## src/rtl/pilot_phase_pkg.sv

```systemverilog
package pilot_phase_pkg;
  localparam int NUM_PILOTS  = 4;
  localparam int AVG_SHIFT   = 2;
  localparam int SLOPE_SHIFT = 7;
  localparam int AVG_GROW    = 2;
  localparam int SLOPE_GROW  = 5;

  typedef enum logic [1:0] {
    LANE_NEG21 = 2'd0,
    LANE_NEG7  = 2'd1,
    LANE_POS7  = 2'd2,
    LANE_POS21 = 2'd3
  } lane_e;

  typedef enum logic {
    COMP_RE = 1'b0,
    COMP_IM = 1'b1
  } comp_e;
endpackage

```

## src/rtl/pe_quad_sum.sv

```systemverilog
module pe_quad_sum #(
  parameter int W    = 16,
  parameter int SW   = W + 2
) (
  input  logic signed [W-1:0]  a,
  input  logic signed [W-1:0]  b,
  input  logic signed [W-1:0]  c,
  input  logic signed [W-1:0]  d,
  output logic signed [SW-1:0] y
);
  logic signed [SW-1:0] pair_lo, pair_hi;
  always_comb begin
    pair_lo = SW'(a) + SW'(b);
    pair_hi = SW'(c) + SW'(d);
    y       = pair_lo + pair_hi;
  end
endmodule

```

## src/rtl/pe_slope_comb.sv

```systemverilog
// Weighted difference 2*p0 + 3*p1 - 3*p2 - 2*p3 built from shifts and adds.
module pe_slope_comb #(
  parameter int W  = 16,
  parameter int SW = W + 5
) (
  input  logic signed [W-1:0]  p0,
  input  logic signed [W-1:0]  p1,
  input  logic signed [W-1:0]  p2,
  input  logic signed [W-1:0]  p3,
  output logic signed [SW-1:0] y
);
  logic signed [SW-1:0] x0, x1, x2, x3;
  logic signed [SW-1:0] twice0, triple1, triple2, twice3;
  logic signed [SW-1:0] pos_part, neg_part;
  always_comb begin
    x0 = SW'(p0);
    x1 = SW'(p1);
    x2 = SW'(p2);
    x3 = SW'(p3);
    twice0  = x0 <<< 1;
    triple1 = (x1 <<< 1) + x1;
    triple2 = (x2 <<< 1) + x2;
    twice3  = x3 <<< 1;
    pos_part = twice0 + triple1;
    neg_part = triple2 + twice3;
    y = pos_part - neg_part;
  end
endmodule

```

## src/rtl/pe_round_shift.sv

```systemverilog
// Arithmetic right shift with round-half-up, then fit to OUT_W bits.
module pe_round_shift #(
  parameter int IN_W  = 18,
  parameter int SHIFT = 2,
  parameter int OUT_W = 16
) (
  input  logic signed [IN_W-1:0]  x,
  output logic signed [OUT_W-1:0] y
);
  localparam int BW = IN_W + 1;
  localparam int KEPT = BW - SHIFT;
  localparam logic signed [BW-1:0] HALF = BW'(1) <<< (SHIFT - 1);

  logic signed [BW-1:0] biased, shifted;
  logic                 sat_hit;

  always_comb begin
    biased  = BW'(x) + HALF;
    shifted = biased >>> SHIFT;
  end

  generate
    if (KEPT <= OUT_W) begin : g_fits
      assign y       = OUT_W'(shifted);
      assign sat_hit = 1'b0;
    end else begin : g_sat
      localparam logic signed [BW-1:0] MAXV = {{(BW-OUT_W+1){1'b0}}, {(OUT_W-1){1'b1}}};
      localparam logic signed [BW-1:0] MINV = {{(BW-OUT_W+1){1'b1}}, {(OUT_W-1){1'b0}}};
      always_comb begin
        sat_hit = 1'b0;
        y = OUT_W'(shifted);
        if (shifted > MAXV) begin
          y = {1'b0, {(OUT_W-1){1'b1}}};
          sat_hit = 1'b1;
        end else if (shifted < MINV) begin
          y = {1'b1, {(OUT_W-1){1'b0}}};
          sat_hit = 1'b1;
        end
      end
    end
  endgenerate

  // unsaturated result r obeys r*2^S <= x + half < (r+1)*2^S
  always_comb begin
    if (!sat_hit) begin
      p_round_half_up_r6: assert ((longint'(y) <<< SHIFT) <= longint'(x) + (longint'(1) <<< (SHIFT-1))
                               && ((longint'(y) + 1) <<< SHIFT) > longint'(x) + (longint'(1) <<< (SHIFT-1)));
    end
  end
endmodule

```

## src/rtl/pilot_phase_est.sv

```systemverilog
module pilot_phase_est
  import pilot_phase_pkg::*;
#(
  parameter int W = 16
) (
  input  logic                        clk,
  input  logic                        rst_n,
  input  logic                        in_valid,
  output logic                        in_ready,
  input  logic [NUM_PILOTS*W-1:0]     pil_re,
  input  logic [NUM_PILOTS*W-1:0]     pil_im,
  output logic                        out_valid,
  input  logic                        out_ready,
  output logic signed [W-1:0]         cos_o,
  output logic signed [W-1:0]         sin_o,
  output logic signed [W-1:0]         dsin_o,
  output logic signed [W-1:0]         dcos_o
);
  localparam int AW = W + AVG_GROW;
  localparam int LW = W + SLOPE_GROW;

  // stage valids and ready chain
  logic v1, v2, v3;
  logic rdy1, rdy2, rdy3;
  assign rdy3 = !v3 || out_ready;
  assign rdy2 = !v2 || rdy3;
  assign rdy1 = !v1 || rdy2;
  assign in_ready  = rdy1;
  assign out_valid = v3;

  // stage 1: captured pilots, [component][lane]
  logic signed [W-1:0] s1_p [2][NUM_PILOTS];
  // stage 2: full-precision sums
  logic signed [AW-1:0] s2_avg   [2];
  logic signed [LW-1:0] s2_slope [2];
  // combinational results
  logic signed [AW-1:0] avg_c    [2];
  logic signed [LW-1:0] slope_c  [2];
  logic signed [W-1:0]  avg_r    [2];
  logic signed [W-1:0]  slope_r  [2];
  // stage 3: output registers
  logic signed [W-1:0]  s3_avg   [2];
  logic signed [W-1:0]  s3_slope [2];

  always_ff @(posedge clk or negedge rst_n) begin
    if (!rst_n) begin
      v1 <= 1'b0;
      for (int c = 0; c < 2; c++)
        for (int l = 0; l < NUM_PILOTS; l++)
          s1_p[c][l] <= '0;
    end else if (rdy1) begin
      v1 <= in_valid;
      if (in_valid) begin
        for (int l = 0; l < NUM_PILOTS; l++) begin
          s1_p[COMP_RE][l] <= pil_re[l*W +: W];
          s1_p[COMP_IM][l] <= pil_im[l*W +: W];
        end
      end
    end
  end

  generate
    for (genvar c = 0; c < 2; c++) begin : g_comp
      pe_quad_sum #(.W(W), .SW(AW)) u_avg (
        .a(s1_p[c][LANE_NEG21]), .b(s1_p[c][LANE_NEG7]),
        .c(s1_p[c][LANE_POS7]),  .d(s1_p[c][LANE_POS21]),
        .y(avg_c[c])
      );
      if (c == COMP_RE) begin : g_re
        // slope*sin: outer-negative lane weighted +2, inner-negative +3
        pe_slope_comb #(.W(W), .SW(LW)) u_slope (
          .p0(s1_p[c][LANE_NEG21]), .p1(s1_p[c][LANE_NEG7]),
          .p2(s1_p[c][LANE_POS7]),  .p3(s1_p[c][LANE_POS21]),
          .y(slope_c[c])
        );
      end else begin : g_im
        // slope*cos: lane order mirrored, positive subcarriers weighted up
        pe_slope_comb #(.W(W), .SW(LW)) u_slope (
          .p0(s1_p[c][LANE_POS21]), .p1(s1_p[c][LANE_POS7]),
          .p2(s1_p[c][LANE_NEG7]),  .p3(s1_p[c][LANE_NEG21]),
          .y(slope_c[c])
        );
      end
      pe_round_shift #(.IN_W(AW), .SHIFT(AVG_SHIFT), .OUT_W(W)) u_avg_rnd (
        .x(s2_avg[c]), .y(avg_r[c])
      );
      pe_round_shift #(.IN_W(LW), .SHIFT(SLOPE_SHIFT), .OUT_W(W)) u_slope_rnd (
        .x(s2_slope[c]), .y(slope_r[c])
      );
    end
  endgenerate

  always_ff @(posedge clk or negedge rst_n) begin
    if (!rst_n) begin
      v2 <= 1'b0;
      for (int c = 0; c < 2; c++) begin
        s2_avg[c]   <= '0;
        s2_slope[c] <= '0;
      end
    end else if (rdy2) begin
      v2 <= v1;
      if (v1) begin
        for (int c = 0; c < 2; c++) begin
          s2_avg[c]   <= avg_c[c];
          s2_slope[c] <= slope_c[c];
        end
      end
    end
  end

  always_ff @(posedge clk or negedge rst_n) begin
    if (!rst_n) begin
      v3 <= 1'b0;
      for (int c = 0; c < 2; c++) begin
        s3_avg[c]   <= '0;
        s3_slope[c] <= '0;
      end
    end else if (rdy3) begin
      v3 <= v2;
      if (v2) begin
        for (int c = 0; c < 2; c++) begin
          s3_avg[c]   <= avg_r[c];
          s3_slope[c] <= slope_r[c];
        end
      end
    end
  end

  assign cos_o  = s3_avg[COMP_RE];
  assign sin_o  = s3_avg[COMP_IM];
  assign dsin_o = s3_slope[COMP_RE];
  assign dcos_o = s3_slope[COMP_IM];

  // a stalled result holds
  p_hold_on_stall_r9: assert property (@(posedge clk) disable iff (!rst_n)
    out_valid && !out_ready |=> out_valid && $stable(cos_o) && $stable(sin_o)
                                 && $stable(dsin_o) && $stable(dcos_o));

  // a full, stalled pipeline refuses input
  p_full_blocks_r10: assert property (@(posedge clk) disable iff (!rst_n)
    v1 && v2 && v3 && !out_ready |-> !in_ready);

  // a result only appears from the sum stage
  p_result_source_r7: assert property (@(posedge clk) disable iff (!rst_n)
    $rose(out_valid) |-> $past(v2));

  // with the sink ready, a summed item reaches the output next cycle
  p_stream_through_r8: assert property (@(posedge clk) disable iff (!rst_n)
    v2 && out_ready |=> out_valid);
endmodule

```

## config.mk

```make
export PLATFORM = sky130hd
export DESIGN_NAME = pilot_phase_est
export DESIGN_NICKNAME = d
export VERILOG_FILES = /design/src/rtl/pilot_phase_pkg.sv /design/src/rtl/pe_quad_sum.sv /design/src/rtl/pe_slope_comb.sv /design/src/rtl/pe_round_shift.sv /design/src/rtl/pilot_phase_est.sv
export SDC_FILE = /design/constraint.sdc
export NUM_CORES = 1
export LEC_CHECK = 0
export ABC_AREA = 1
export BUFFER_PORTS_ARGS = -buffer_cell sky130_fd_sc_hd__buf_4
export CORE_MARGIN = 2
export CORE_UTILIZATION = 30
export CTS_CLUSTER_DIAMETER = 120
export DETAILED_ROUTE_END_ITERATION = 16
export PLACE_DENSITY = 0.53
export SLEW_MARGIN = 20
export SYNTH_ARGS = -nofsm -noshare
export SYNTH_HDL_FRONTEND = slang
export SYNTH_SLANG_ARGS = --single-unit
```

## constraint.sdc

```tcl
create_clock -name clk -period 10 [get_ports clk]
set_input_delay 1.5 -clock clk [delete_from_list [all_inputs] [get_ports clk]]
set_output_delay 1.5 -clock clk [all_outputs]
set_load 0.03 [all_outputs]
```

# Yosys cells after proc, flatten, opt, wreduce, memory -nomap -nowiden
# Index checks and enable logic that the tools add are counted.
[word_totals]
input_bits = 132
output_inout_bits = 66
elab_cells = 56
ff_bits = 271
[classes]
order_cmp = 4
mux = 4
add_sub_neg = 20
n_reduce_logical = 9
[ops]
columns = ["op", "count"]
rows = [
  ["$add A17 B16 Y18", 4],
  ["$add A16 B16 Y17", 4],
  ["$mux W16", 4],
  ["$add A21 B8 Y22 const B", 2],
  ["$sub A19 B19 Y20", 2],
  ["$add A17 B18 Y19", 2],
  ["$add A18 B17 Y19", 2],
  ["$add A18 B3 Y19 const B", 2],
  ["$add A18 B18 Y18", 2],
  ["$gt A17 B16 Y1 const B", 2],
  ["$lt A17 B16 Y1 const B", 2],
  ["$reduce_and A2 Y1", 3],
  ["$logic_not A1 Y1", 3],
  ["$logic_or A1 B1 Y1", 3],
]

# Longest topological paths before layout
# Gate-level depths: netlist (run 1).
[depth]
ltp_word = 5
ltp_mapped = 21
depth_no_buf = 21

# Modules after synthesis
# Synthesis (run 1) repeated with hierarchy kept, for this count alone.
[unflattened]
hier_cells = 3427
hier_area_um2 = 24071.8
[by_module_without_submodules]
columns = ["mod", "n_inst", "seq_area_each_um2", "area_per_inst_um2", "cells_each"]
rows = [
  ["pilot_phase_est", 1, 6831.6, 10669.0, 1181],
  ["pe_slope_comb (g_comp[0].g_re.u_slope)", 1, 0.0, 3764.9, 633],
  ["pe_slope_comb (g_comp[1].g_im.u_slope)", 1, 0.0, 3749.8, 633],
  ["pe_quad_sum (g_comp[1].u_avg)", 1, 0.0, 2010.7, 315],
  ["pe_quad_sum (g_comp[0].u_avg)", 1, 0.0, 1980.6, 315],
  ["pe_round_shift (g_comp[0].u_avg_rnd ...)", 2, 0.0, 546.8, 104],
  ["pe_round_shift (g_comp[0].u_slope_rnd ...)", 2, 0.0, 401.6, 71],
]

# Least setup slack after synthesis (run 1)
# No wires, ideal clock.
[synth_path]
path_kind = "input -> output"
from = "input out_ready"
to = "output in_ready"
slack_ns = 6.563
stages = 4
path_buffers = 0
arrival_ns = 1.937
t_required_ns = 8.500
path_cell_list = "inv_1 -> nand2_1 -> nor2_1 -> nand2_1"
[synth_via]
elab_chain_cells = 3
[synth_lines]
columns = ["element", "line", "rtl"]
rows = [
  ["from (decl)", "pilot_phase_est.sv:13", "input logic out_ready,"],
  ["$logic_or A1 B1 Y1", "pilot_phase_est.sv:25", "assign rdy3 = !v3 || out_ready;"],
  ["$logic_or A1 B1 Y1", "pilot_phase_est.sv:26", "assign rdy2 = !v2 || rdy3;"],
  ["$logic_or A1 B1 Y1", "pilot_phase_est.sv:27", "assign rdy1 = !v1 || rdy2;"],
  ["to (decl)", "pilot_phase_est.sv:9", "output logic in_ready,"],
]
# Every way passes these cells.

# Worst setup path after layout (run 1)
# Ends and elaborated chain as after synthesis.

==> results of run 1 <==
-- worst paths after layout --
check	startpoint	endpoint	slack, ns	cells past startpoint
worst max-delay path	out_ready	in_ready	5.85	6
worst min-delay path	dsin_o[11]	dsin_o[11]	0.48	2
worst max register to register	s1_p[96]	s2_avg[34]	6.19	17
worst min register to register	dsin_o[11]	dsin_o[11]	0.48	2
max in group asynchronous	rst_n	s2_avg[15]	7.67	3
min in group asynchronous	rst_n	s1_p[90]	0.93	1
-- per-layer routing --
layer | global-route usage | part of all wire | routed length, µm
met1 | 0.250 | 0.52 | 30400
met2 | 0.242 | 0.41 | 24200
met3 | 0.0242 | 0.045 | 2630
met4 | 0.0423 | 0.022 | 1260
met5 | 0 | 0 | 0
-- logic make-up (layout without fill, tap and decap cells) --
| logic type | Yosys count | in the layout | synth area share |
|---|---|---|---|
| compound gates | 388 | 388 | 0.0992 |
| other cells | 0 | 1 | 0 |
| simple gates | 1145 | 1145 | 0.230 |
| xor+xnor | 107 | 107 | 0.0451 |
| flops | 255 | 255 | 0.305 |
| buf+inv | 465 | 675 | 0.0880 |
| fa+ha+maj | 272 | 272 | 0.209 |
| mux | 44 | 44 | 0.0237 |
-- layout make-up --
| type | instances | area share |
|---|---|---|
| multi-input combinational | 1956 | 0.518 |
| sequential | 255 | 0.260 |
| timing repair buffer | 203 | 0.0642 |
| inverter | 414 | 0.0633 |
| tap | 931 | 0.0474 |
| clock buffer | 50 | 0.0412 |
| clock inverter | 8 | 0.00596 |
| antenna | 1 | 0.000102 |
-- worst max-delay path: stages --
cell and delay [ns]:
buf_4 0.11, inv_1 0.05, nand2_1 0.09, nor2_1 0.30, nand2_1 0.32, buf_4 0.27
-- sequential cells by signal, summed over array words and instances, names as in the netlist, 15 cells and up --
register,count
s2_avg,34
dcos_o,15
s2_slope,28
dsin_o,15
sin_o,16
s1_p,128
cos_o,16
-- cells in the final DEF (no fill, tap or decap), types with 3 or more instances in the layout --
| cell | netlist | layout |
|---|---|---|
| a21boi_0 | 3 | 3 |
| inv_1 | 411 | 410 |
| and2_1 | 3 | 3 |
| nand2_1 | 630 | 627 |
| buf_4 | 11 | 199 |
| a21o_1 | 19 | 19 |
| clkbuf_16 | 0 | 35 |
| ha_1 | 142 | 142 |
| nand3_1 | 149 | 149 |
| fa_1 | 130 | 130 |
| nor4_1 | 6 | 6 |
| nor3_1 | 25 | 25 |
| nand3b_1 | 23 | 23 |
| nand4_1 | 27 | 27 |
| dfrtp_1 | 255 | 255 |
| clkbuf_8 | 2 | 8 |
| o21bai_1 | 13 | 13 |
| nor2_1 | 254 | 254 |
| o31ai_1 | 6 | 6 |
| nand2_4 | 3 | 4 |
| a21oi_1 | 223 | 223 |
| xor2_1 | 70 | 70 |
| xnor2_1 | 36 | 36 |
| o21ai_0 | 106 | 106 |
| inv_2 | 3 | 4 |
| a31oi_1 | 7 | 7 |
| or2_2 | 6 | 6 |
| bufinv_16 | 0 | 4 |
| nand2_2 | 10 | 12 |
| clkbuf_1 | 14 | 7 |
| mux2_2 | 44 | 44 |
-- metrics by stage --
stage | hold WS [ns] | area [µm²] | setup slack, ns | std cells | utilization
2_1_floorplan | 0.448 | 20900 | 6.56 | 2676 | -
3_3_place_gp | 0.467 | 23400 | 5.77 | 3758 | 0.340
3_5_place_dp | 0.472 | 23400 | 5.79 | 3758 | 0.340
4_1_cts | 0.487 | 24500 | 5.89 | 3816 | 0.356
5_1_grt | 0.503 | 24600 | 5.79 | 3817 | 0.357
6_report | 0.481 | 24600 | 5.85 | 3818 | 0.357
==> flow_summary_export.csv, run 1 <==
group,metric,value,unit
sta,tns,0,ns
synthesis,yosys_warnings,0,
clock_tree,cts_buffer_depth,3,
cells_and_area,area_delta_synth_final,17.3,%
floorplan,design.core.area,68800,µm²
routing,vias_per_cell,4.54,
placed_design,place_congestion,0.886,
global_routing,grt_pass1_wl,93300,µm
worst_setup_path,crit_type,"in -> out",
worst_setup_path,arrival,2.65,ns
synthesis,ys_seq_area_frac,0.305,
clock_tree,insertion_delay,0.56,ns
clock_tree,cts_root_buf,"clkbuf_16",
synthesis,ys.flop_type,"dfrtp_1",
sta,finalHoldViolCount,0,
synthesis,synth-async-reset-ratio,1.00,
worst_setup_path,crit_path_end_kind,"primary output",
floorplan,fp.dieW,268,µm
worst_setup_path,path_max_fanout,3,
cells_and_area,drive_above_1_share,0.116,
floorplan,rows,96,
synthesis,syn_inst,2676,
routing,wl_per_cell,15.3,µm
sta,worst_slew_pin_slew,0.963,ns
clock_tree,post_cts_resized,0,
synthesis,postSynthNetCount,3080,
run,maxCapViolations,0,
sta,clock_skew,0.0215,ns
run_status,run_status,"finished, final reports clean",
synthesis,synth_common_cells,"630 x nand2_1, 411 x inv_1, 255 x dfrtp_1",
clock_tree,htreeDepth,2,
sta,finalCriticalPeriod,4.15,ns
sta,fmax,0.241,GHz
cells_and_area,seq_area,6380,µm²
clock_tree,postCtsHoldBufs,0,
worst_setup_path,crit_path_start_kind,"input pin",
synthesis,synth_top_area_share,0.305,
synthesis,syn_area,20900,µm²
clock_tree,clk_pin_slew_worst_paths,0.06,ns
synthesis,synth_top_cells_by_area,"dfrtp_1 30%, fa_1 12%, nand2_1 11%",
sta,finalCritPeriodShare,0.415,
routing,drtIter0Drc,1106,
routing,drt_first_pass_iters,5,
routing,drc_errors,0,
routing,via_count,17341,
worst_hold_path,worstHoldPathType,"reg -> reg",
global_routing,grt_pass1_vias,17136,
routing,drt-total-wl,58400,µm
synthesis,syn_area_per_cell,7.82,µm²
clock_tree,numCtsBuffers,34,
synthesis,synth_most_common_cell,"nand2_1",
global_routing,grt_start_max_net_pins,163,
global_routing,track_usage,0.165,
sta,setup_viol,0,
synthesis,ys_seq_elements,255,
placed_design,hpwl,47300,µm
floorplan,die_y,268,µm
cells_and_area,fin_nets,3268,
sta,max-slew-margin-rel,0.357,
sta,rsz0062_at_grt,"false",
synthesis,synth_edf_count,0,
global_routing,overflow,0,
cells_and_area,multi_input_area,12700,µm²
routing,postRouteAntennaNets,0,
floorplan,ioPinCount,198,
floorplan,die_area,71900,µm²
floorplan,initial_utilization,0.304,
cells_and_area,fill_cells,7343,
global_routing,antenna_found_initial,0,
clock_tree,post_cts_buffers,0,
synthesis,synth.distinct_cells,48,
sta,drv_slew,0,
placed_design,numPortBuffers,197,
clock_tree,cts_tree,"built",
worst_setup_path,cp.required,8.50,ns
clock_tree,clock-sinks,255,
synthesis,synth_top_area_cell,"dfrtp_1",
Power of run 1 is left out: the tool's default activity adds up to more than one toggle a clock period on the data nets, which glitch-free logic cannot reach.
==> inputs of run 2 (changes only) <==
--- a/config.mk
+++ b/config.mk
@@ -11,7 +11,7 @@
 export CORE_UTILIZATION = 30
 export CTS_CLUSTER_DIAMETER = 120
 export DETAILED_ROUTE_END_ITERATION = 16
-export PLACE_DENSITY = 0.53
+export PLACE_DENSITY = 0.55
 export SLEW_MARGIN = 20
 export SYNTH_ARGS = -nofsm -noshare
 export SYNTH_HDL_FRONTEND = slang
==> constraint.sdc (replaced) <==
create_clock -name clk -period 3.69 [get_ports clk]
set_input_delay 0.5535 -clock clk [delete_from_list [all_inputs] [get_ports clk]]
set_output_delay 0.5535 -clock clk [all_outputs]
set_load 0.03 [all_outputs]
==> flow_summary_export.csv, run 2 (synthesis gave the netlist of run 1 again) <==
group,metric,value,unit
run_status,run_status,"finished, final reports clean",
floorplan,die_y,268,µm
worst_setup_path,r2r_start,"s1_p[56]",
sta,clock_skew,0.0188,ns
worst_setup_path,crit_top_cell,"nand2_1",
worst_setup_path,crit_type,"reg -> reg",
clock_tree,cts_buffer_depth,3,
floorplan,initial_utilization,0.304,
clock_tree,numCtsBuffers,31,
global_routing,grt_pass1_vias,17628,
sta,finalCritPeriodShare,0.968,
floorplan,fp.dieW,268,µm
cells_and_area,largest-register,"s1_p",
worst_setup_path,critPathMaxStageDelay,0.56,ns
sta,rsz0062_at_grt,"true",
global_routing,grtUsageMet3,0.0220,
cells_and_area,drive_above_1_share,0.152,
cells_and_area,fin_nets,3314,
placed_design,hpwl,49600,µm
routing,postRouteAntennaNets,0,
worst_setup_path,critPathTopFamily,"adder cells",
worst_setup_path,crit_start,"s1_p[56]",
cells_and_area,largest_reg_flops,128,
routing,vias_per_cell,4.55,
worst_hold_path,hold_start,"pil_im[57]",
sta,fmax,0.280,GHz
sta,max-slew-margin-rel,0.361,
floorplan,ioPinCount,198,
sta,tns,0,ns
routing,drc_errors,0,
worst_setup_path,crit_chain,"inv_1 -> fa_1 -> fa_1 -> inv_1 -> fa_1 -> inv_1 -> ha_4 -> nand2_1 -> buf_4 -> nor2_4 -> nand2_1 -> o21bai_1 -> nand2_1 -> nand2_1 -> nand3_1 -> o21ai_0",
clock_tree,htreeDepth,1,
clock_tree,clk_pin_slew_worst_paths,0.06,ns
routing,drtIter0Drc,1051,
worst_setup_path,path_max_fanout,4,
floorplan,design.core.area,68800,µm²
floorplan,rows,96,
clock_tree,cts_root_buf,"clkbuf_16",
sta,setup_viol,0,
worst_setup_path,critPathBufInv,4,
global_routing,grt_pass1_wl,96800,µm
routing,drt_first_pass_iters,5,
floorplan,die_area,71900,µm²
routing,via_count,17587,
global_routing,antenna_found_initial,0,
sta,finalCriticalPeriod,3.57,ns
routing,drt-total-wl,60000,µm
cells_and_area,reg_top3,"s1_p (128), s2_avg (34), s2_slope (28)",
clock_tree,cts_tree,"built",
worst_setup_path,cp.required,4.15,ns
cells_and_area,layout_commonest_cell,"nand2_1",
run,maxCapViolations,0,
global_routing,gr-usage-met1,0.262,
global_routing,met2_usage,0.251,
worst_setup_path,critPathSlowestCell,"fa_1",
sta,worst_slew_pin_slew,0.958,ns
global_routing,overflow,0,
placed_design,place_congestion,0.867,
global_routing,grt_start_max_net_pins,115,
global_routing,track_usage,0.169,
sta,finalHoldViolCount,0,
worst_setup_path,arrival,4.04,ns
placed_design,numPortBuffers,197,
worst_hold_path,worstHoldPathType,"in -> reg",
cells_and_area,area_delta_synth_final,19.7,%
routing,wl_per_cell,15.5,µm
cells_and_area,n_antenna_cell,0,
worst_setup_path,crit_path_end_kind,"flip-flop",
worst_setup_path,crit_path_start_kind,"flip-flop",
clock_tree,insertion_delay,0.59,ns
clock_tree,clock-sinks,255,
global_routing,busiest_layer,"met1",
cells_and_area,final_cell_mix,"621 x nand2_1, 389 x inv_1, 254 x dfrtp_1",
sta,drv_slew,0,
==> run 2: final cells by class <==
class | count | area (µm²)
Fill cell | 7258 | 43800
Multi-Input combinational cell | 1956 | 13000
Sequential cell | 255 | 6380
Timing Repair Buffer | 252 | 1980
Inverter | 414 | 1550
Tap cell | 931 | 1160
Clock buffer | 42 | 887
Clock inverter | 12 | 130
==> run 2: path summary, 6_finish.rpt <==
check                                    end  slack (ns)  depth (start not counted)
worst max register to register  s2_slope[13]        0.12                         16
worst max-delay path            s2_slope[13]        0.12                         16
max in group asynchronous          sin_o[11]        2.28                          3
min in group asynchronous           s1_p[78]        0.57                          2
worst min register to register    dcos_o[10]        0.48                          2
worst min-delay path                 s1_p[9]        0.20                          2
==> run 2: layer usage <==
layer | share of wire | vias up
li1 | - | 9021
met1 | 0.52 | 8223
met2 | 0.42 | 303
met3 | 0.046 | 40
met4 | 0.013 | 0
met5 | 0 | -
==> run 2: repair_timing <==
item,4_1_cts,5_1_grt
pin swaps,0,10
hold buffers,1,0
setup buffers,0,1
setup endpoints to repair,1,29
gates resized for setup,1,72
hold endpoints to repair,66,0
==> run 2: metrics by stage <==
step | instance area [µm²] | setup WS (ns) | cells | util | hold slack [ns]
6_report | 25000 | 0.119 | 3862 | 0.364 | 0.195
5_1_grt | 25000 | -0.0353 | 3862 | 0.364 | 0.158
4_1_cts | 24800 | 0.0183 | 3861 | 0.361 | 0.155
3_5_place_dp | 23800 | -0.0229 | 3806 | 0.346 | 0.468
3_3_place_gp | 23800 | -0.0543 | 3806 | 0.346 | 0.465
2_1_floorplan | 20900 | 0.309 | 2676 | - | 0.258
Power of run 2 is left out for the same reason.
